<file path="config.mk">
export PLATFORM = sky130hd
export DESIGN_NAME = deadband_pair_gen
export DESIGN_NICKNAME = d
export VERILOG_FILES = /design/src/rtl/dbp_pkg.sv /design/src/rtl/dbp_rst_sync.sv /design/src/rtl/dbp_edge_delay.sv /design/src/rtl/dbp_out_stage.sv /design/src/rtl/deadband_pair_gen.sv
export SDC_FILE = /design/constraint.sdc
export NUM_CORES = 1
export LEC_CHECK = 0
export ABC_CLOCK_PERIOD_IN_PS = 1000
export BUFFER_PORTS_ARGS = -buffer_cell sky130_fd_sc_hd__buf_2
export CAP_MARGIN = 20
export CORE_AREA = 8 8 58 108
export DETAILED_ROUTE_END_ITERATION = 8
export DIE_AREA = 0 0 66 116
export PLACE_DENSITY_LB_ADDON = 0.08
export SYNTH_ARGS = -nofsm -noshare
export SYNTH_HDL_FRONTEND = slang
export SYNTH_SLANG_ARGS = --single-unit
</file>
<file path="constraint.sdc">
create_clock -name clk -period 1 [get_ports clk]
set_input_delay 0.05 -clock clk [delete_from_list [all_inputs] [get_ports clk]]
set_output_delay 0.05 -clock clk [all_outputs]
set_load 0.02 [all_outputs]
</file>
<file path="src/rtl/dbp_pkg.sv">
package dbp_pkg;

  typedef enum logic [1:0] {
    DBP_BYPASS    = 2'b00,
    DBP_RISE_ONLY = 2'b01,
    DBP_FALL_ONLY = 2'b10,
    DBP_FULL      = 2'b11
  } dbp_mode_e;

  localparam int unsigned NUM_PATHS = 2;
  localparam int unsigned PATH_RISE = 0;
  localparam int unsigned PATH_FALL = 1;

endpackage

</file>
<file path="src/rtl/dbp_rst_sync.sv">
module dbp_rst_sync #(
  parameter int unsigned STAGES = 2
) (
  input  logic clk,
  input  logic rst_n,
  output logic rst_sync_n
);

  logic [STAGES-1:0] sync_q;
  logic [STAGES-1:0] sync_d;

  always_comb begin
    sync_d = {sync_q[STAGES-2:0], 1'b1};
  end

  always_ff @(posedge clk or negedge rst_n) begin
    if (!rst_n) begin
      sync_q <= '0;
    end else begin
      sync_q <= sync_d;
    end
  end

  assign rst_sync_n = sync_q[STAGES-1];

endmodule

</file>
<file path="src/rtl/dbp_edge_delay.sv">
// Qualifying delay: the path moves to QUAL_LVL only after the input has
// been sampled at that level for dly_i+1 consecutive clocks. It moves to
// the opposite level on the first sample of that level.
module dbp_edge_delay #(
  parameter int unsigned DLY_W    = 10,
  parameter logic        QUAL_LVL = 1'b1
) (
  input  logic             clk,
  input  logic             rst_n,
  input  logic [DLY_W-1:0] dly_i,
  input  logic             din_i,
  output logic             lvl_nxt_o
);

  localparam logic [DLY_W-1:0] CNT_ONE = {{(DLY_W-1){1'b0}}, 1'b1};

  logic [DLY_W-1:0] cnt_q, cnt_d;
  logic             lvl_q, lvl_d;
  logic             cnt_en;

  always_comb begin
    lvl_d  = lvl_q;
    cnt_d  = '0;
    cnt_en = 1'b1;
    if (din_i != QUAL_LVL) begin
      lvl_d = din_i;
    end else if (cnt_q >= dly_i) begin
      lvl_d  = din_i;
      cnt_en = 1'b0;
    end else begin
      cnt_d = cnt_q + CNT_ONE;
    end
  end

  always_ff @(posedge clk or negedge rst_n) begin
    if (!rst_n) begin
      cnt_q <= '0;
      lvl_q <= 1'b0;
    end else begin
      lvl_q <= lvl_d;
      if (cnt_en) begin
        cnt_q <= cnt_d;
      end
    end
  end

  assign lvl_nxt_o = lvl_d;

endmodule

</file>
<file path="src/rtl/dbp_out_stage.sv">
module dbp_out_stage
  import dbp_pkg::*;
(
  input  logic      clk,
  input  logic      rst_n,
  input  dbp_mode_e mode_i,
  input  logic      inv_b_i,
  input  logic      raw_i,
  input  logic      rise_nxt_i,
  input  logic      fall_nxt_i,
  output logic      out_a_o,
  output logic      out_b_o
);

  logic a_d, b_d;
  logic a_q, b_q;

  always_comb begin
    if (mode_i == DBP_BYPASS) begin
      a_d = raw_i;
      b_d = raw_i;
    end else begin
      a_d = rise_nxt_i;
      b_d = inv_b_i ? ~fall_nxt_i : fall_nxt_i;
    end
  end

  always_ff @(posedge clk or negedge rst_n) begin
    if (!rst_n) begin
      a_q <= 1'b0;
      b_q <= 1'b0;
    end else begin
      a_q <= a_d;
      b_q <= b_d;
    end
  end

  assign out_a_o = a_q;
  assign out_b_o = b_q;

endmodule

</file>
<file path="src/rtl/deadband_pair_gen.sv">
module deadband_pair_gen
  import dbp_pkg::*;
#(
  parameter int unsigned DLY_W       = 10,
  parameter int unsigned SYNC_STAGES = 2
) (
  input  logic             clk,
  input  logic             rst_n,
  input  logic [1:0]       mode_i,
  input  logic             pol_i,
  input  logic [DLY_W-1:0] rise_dly_i,
  input  logic [DLY_W-1:0] fall_dly_i,
  input  logic             pwm_i,
  output logic             out_a_o,
  output logic             out_b_o
);

  logic                   rst_sync_n;
  logic [DLY_W-1:0]       dly_req [NUM_PATHS];
  logic [NUM_PATHS-1:0]   path_nxt;
  dbp_mode_e              mode_sel;

  assign dly_req[PATH_RISE] = rise_dly_i;
  assign dly_req[PATH_FALL] = fall_dly_i;
  assign mode_sel           = dbp_mode_e'(mode_i);

  dbp_rst_sync #(.STAGES(SYNC_STAGES)) u_rst_sync (
    .clk        (clk),
    .rst_n      (rst_n),
    .rst_sync_n (rst_sync_n)
  );

  for (genvar p = 0; p < NUM_PATHS; p++) begin : g_path
    localparam logic QUAL = (p == PATH_RISE) ? 1'b1 : 1'b0;
    logic [DLY_W-1:0] eff_dly;

    assign eff_dly = mode_i[p] ? dly_req[p] : '0;

    dbp_edge_delay #(
      .DLY_W    (DLY_W),
      .QUAL_LVL (QUAL)
    ) u_dly (
      .clk       (clk),
      .rst_n     (rst_sync_n),
      .dly_i     (eff_dly),
      .din_i     (pwm_i),
      .lvl_nxt_o (path_nxt[p])
    );
  end

  dbp_out_stage u_out (
    .clk        (clk),
    .rst_n      (rst_sync_n),
    .mode_i     (mode_sel),
    .inv_b_i    (pol_i),
    .raw_i      (pwm_i),
    .rise_nxt_i (path_nxt[PATH_RISE]),
    .fall_nxt_i (path_nxt[PATH_FALL]),
    .out_a_o    (out_a_o),
    .out_b_o    (out_b_o)
  );

endmodule

</file>
==> results by group <==
Setup path
  • Data arrival time of the worst path: 2210 ps
  • WS Path Type: flop to flop
  • Type of element launching the critical path: flop
  • Crit path capture type: flop
  • Critical path data required time: 1200 ps
  • Critical path peak fanout: 6

Synthesis
  • Number of synthesized flops with an enable pin: 0
  • Post-Syn Instances: 208
  • Number of unique standard cell types used by synthesis: approximately 40
  • Total nets after synthesis: about 260
  • Leading register cell type out of synthesis: dfrtp_1
  • FFs w/ async S/R, synth: 100%
  • Synth top area share: between 30% and 40%
  • Post-synthesis cell area: 1850 um2
  • Average cell area after synthesis: 8.90 um2
  • Sequential cell area fraction in the yosys report: 35.2%
  • Cells taking the most area after synthesis: dfrtp_1, ha_1, nand2_1, a21oi_1, o31ai_1
  • Syn. warnings: 0
  • Library cell with the largest summed area after synthesis: dfrtp_1
  • Post-synthesis register bit count: 26

Clock network
  • Clock tree from TritonCTS: yes
  • Clk Tree Root Cell: clkbuf_8
  • Register clock-pin slew on the reported worst setup and hold paths: 90 ps
  • CTS sink cnt: 26
  • Total clock buffers created by CTS: 3
  • Number of buffers on the longest clock path: 2
  • Clock Latency Late Sink: between 200 and 300 ps
  • H-tree Lvls: 1

Global routing
  • Wire length of the first global-routing pass: about 9600 um
  • Total routing usage reported by global routing: 16.0%
  • Number of global-route vias before repair: approximately 2200
  • Initial antenna violation count: 0
  • Total congestion overflow: 0
  • Maximum number of pins on one net before global-route repair: 25

Detailed routing
  • Remaining number of nets flagged by the antenna check after routing: 0
  • Average wire length per cell after detail routing: roughly 16 um
  • Number of detailed-route iterations in the first pass: 4
  • Post-route DRC: 0
  • Count of vias placed by the detailed router: a little under 2000
  • Vias per Instance: around 5.5
  • Final wirelength: 5850 um
  • 1st-iter DRT viols: 50

Floorplanning
  • Overall die area: ~7700 um2
  • Effective utilization at floorplan: 38.0%
  • Horizontal extent of the die: around 66 um
  • Chip Height: approximately 120 um
  • Area of the core: 4860 um2
  • Top-level I/O count: 28
  • Rows: 36

Run status
  • Violated checks: setup timing
  • Result of the run: complete, but fails checks

Finish
  • Share of final-layout standard cells stronger than drive strength 1: between 50% and 60%
  • Number of antenna repair diodes: 0
  • Nets: 354
  • Final Core Density: about 64%
  • Area growth, synth to finish: 69.2%

STA
  • Worst hold slack after final layout: about 76 ps
  • Number of pins with negative max-slew slack in the final report: 0
  • Shortest period the worst path allows: between 2000 and 2500 ps
  • Final setup skew: 7.24 ps
  • Highest clock frequency the design can meet: roughly 500 MHz
  • Worst path setup slack after routing: -1000 ps
  • Final hold violation count: 0
  • Unrepaired setup endpoints after global routing: yes
  • Final setup violating endpoints: 24
  • Period utilization: 200%

Placed design
  • RD Place Congestion: approximately 0.84
  • Port-buffer cells: 27
  • Pre-CTS setup slack: -1170 ps
  • Half-perimeter wire length of the detailed placement result: 4170 um

Job
  • Number of maximum-capacitance constraint violations: 0

Power and ir drop
  • Leakage dissipation: about 1.4 nW
  • IR drop worst, VDD: between 700 and 800 uV
  • Pwr Density: around 860 nW/um2
  • Post-route total power: 0.00269 W

Min path
  • Hold/Removal Path Class: primary input to asynchronous set/reset pin
[timing repair]
action | CTS | global route
endpoints found under the setup margin | 24 | 24
hold buffers | 1 | 0
pin swaps | 10 | 12
setup buffers | 8 | 6
cloned | 2 | 1
endpoints found under the hold margin | 2 | 0
gates resized for setup | 41 | 26
[final cells by class]
type	count	area [um2]
Tap cell	57	71.3
Multi-Input combinational cell	168	1620
Clock buffer	3	41.3
Inverter	7	26.3
Sequential cell	26	651
Fill cell	430	1730
Timing Repair Buffer	100	724
[sequential cells by signal, indices dropped and copies added (netlist names)]
| name | flops |
|---|---|
| u_rst_sync.sync_q | 2 |
| u_out.out_a_o | 1 |
| g_path.u_dly.lvl_q | 2 |
| u_out.out_b_o | 1 |
| g_path.u_dly.cnt_q | 20 |
[per-layer routing]
metal	routed length (um)	share of wire, %	global-route usage (%)	vias up
met2	3420	58	31.5	37
met4	167	2.9	8.61	0
met3	203	3.5	2.03	13
li1	-	-	-	966
met1	2060	35	14.8	963
met5	0	0	0	-
[power breakdown]
part	leakage, nW	internal (W)	switching, W
clock network	0.0216	0.000271	0.000341
registers	0.345	0.00110	0.0000342
logic	1.04	0.000460	0.000477
[path summary, 6_finish.rpt]
check	cells past startpoint	slack (ps)	to	from
max in group asynchronous	1	620	g_path[0].u_dly.cnt_q[8]	u_rst_sync.sync_q[1]
worst max register to register	6	-1000	g_path[1].u_dly.cnt_q[3]	g_path[1].u_dly.cnt_q[5]
min in group clk	3	100	u_out.out_b_o	pol_i
worst min-delay path	2	80	u_rst_sync.sync_q[1]	rst_n
worst min register to register	1	220	g_path[1].u_dly.cnt_q[8]	u_rst_sync.sync_q[1]
worst max-delay path	6	-1000	g_path[1].u_dly.cnt_q[3]	g_path[1].u_dly.cnt_q[5]
[kinds of logic (layout without fill, tap and decap cells)]
logic type | after synthesis | after routing | synth area share [%]
simple gates | 90 | 91 | 24.9
compound gates | 47 | 48 | 17.6
flops | 26 | 26 | 35.2
fa+ha+maj | 22 | 22 | 14.9
buf+inv | 16 | 110 | 3.85
mux | 6 | 6 | 3.38
other cells | 1 | 1 | 0.203
[cells in the final DEF, fill, tap and decap left out, types with 4 or more instances in the layout]
| master | netlist | final |
|---|---|---|
| inv_1 | 7 | 5 |
| buf_4 | 0 | 64 |
| a21oi_1 | 17 | 6 |
| buf_2 | 3 | 27 |
| nor2_1 | 8 | 8 |
| mux2i_1 | 4 | 4 |
| ha_1 | 22 | 11 |
| ha_4 | 0 | 11 |
| nand3_1 | 13 | 11 |
| or4_4 | 0 | 5 |
| dfrtp_1 | 26 | 26 |
| nand2_1 | 31 | 31 |
| nor3_4 | 0 | 5 |
| nand2b_1 | 6 | 4 |
| o31ai_1 | 11 | 9 |
| buf_6 | 1 | 7 |
| or4_1 | 9 | 4 |
| a21oi_2 | 1 | 9 |
| nand4_1 | 4 | 4 |
| a21o_1 | 4 | 4 |
[Yosys cell counts, types with 2 or more instances]
cell,number
a21o_1,4
a21oi_1,17
and2_1,2
and3_1,2
buf_2,3
clkbuf_1,5
dfrtp_1,26
ha_1,22
inv_1,7
mux2_2,2
mux2i_1,4
nand2_1,31
nand2b_1,6
nand3_1,13
nand4_1,4
nor2_1,8
nor2b_1,2
nor3_1,6
o21ai_0,2
o311ai_0,2
o31ai_1,11
or2_2,2
or4_1,9
[critical path: stages, from the launching register on]
cell     delay, ps
dfrtp_1        420
ha_1           350
a41oi_2        300
nor3_4          90
buf_6          140
or4_4          470
a21oi_2        150
[through the flow]
stage | cells | instance area, um2 | setup TNS [ps]
after global routing | 361 | 3130 | -23420
after floorplan | 208 | 1950 | -18760
final | 361 | 3130 | -21680
after detailed placement | 340 | 2540 | -24980
after CTS | 354 | 2950 | -20940
after global placement | 340 | 2540 | -24550
(Power assumes the default switching activity.)
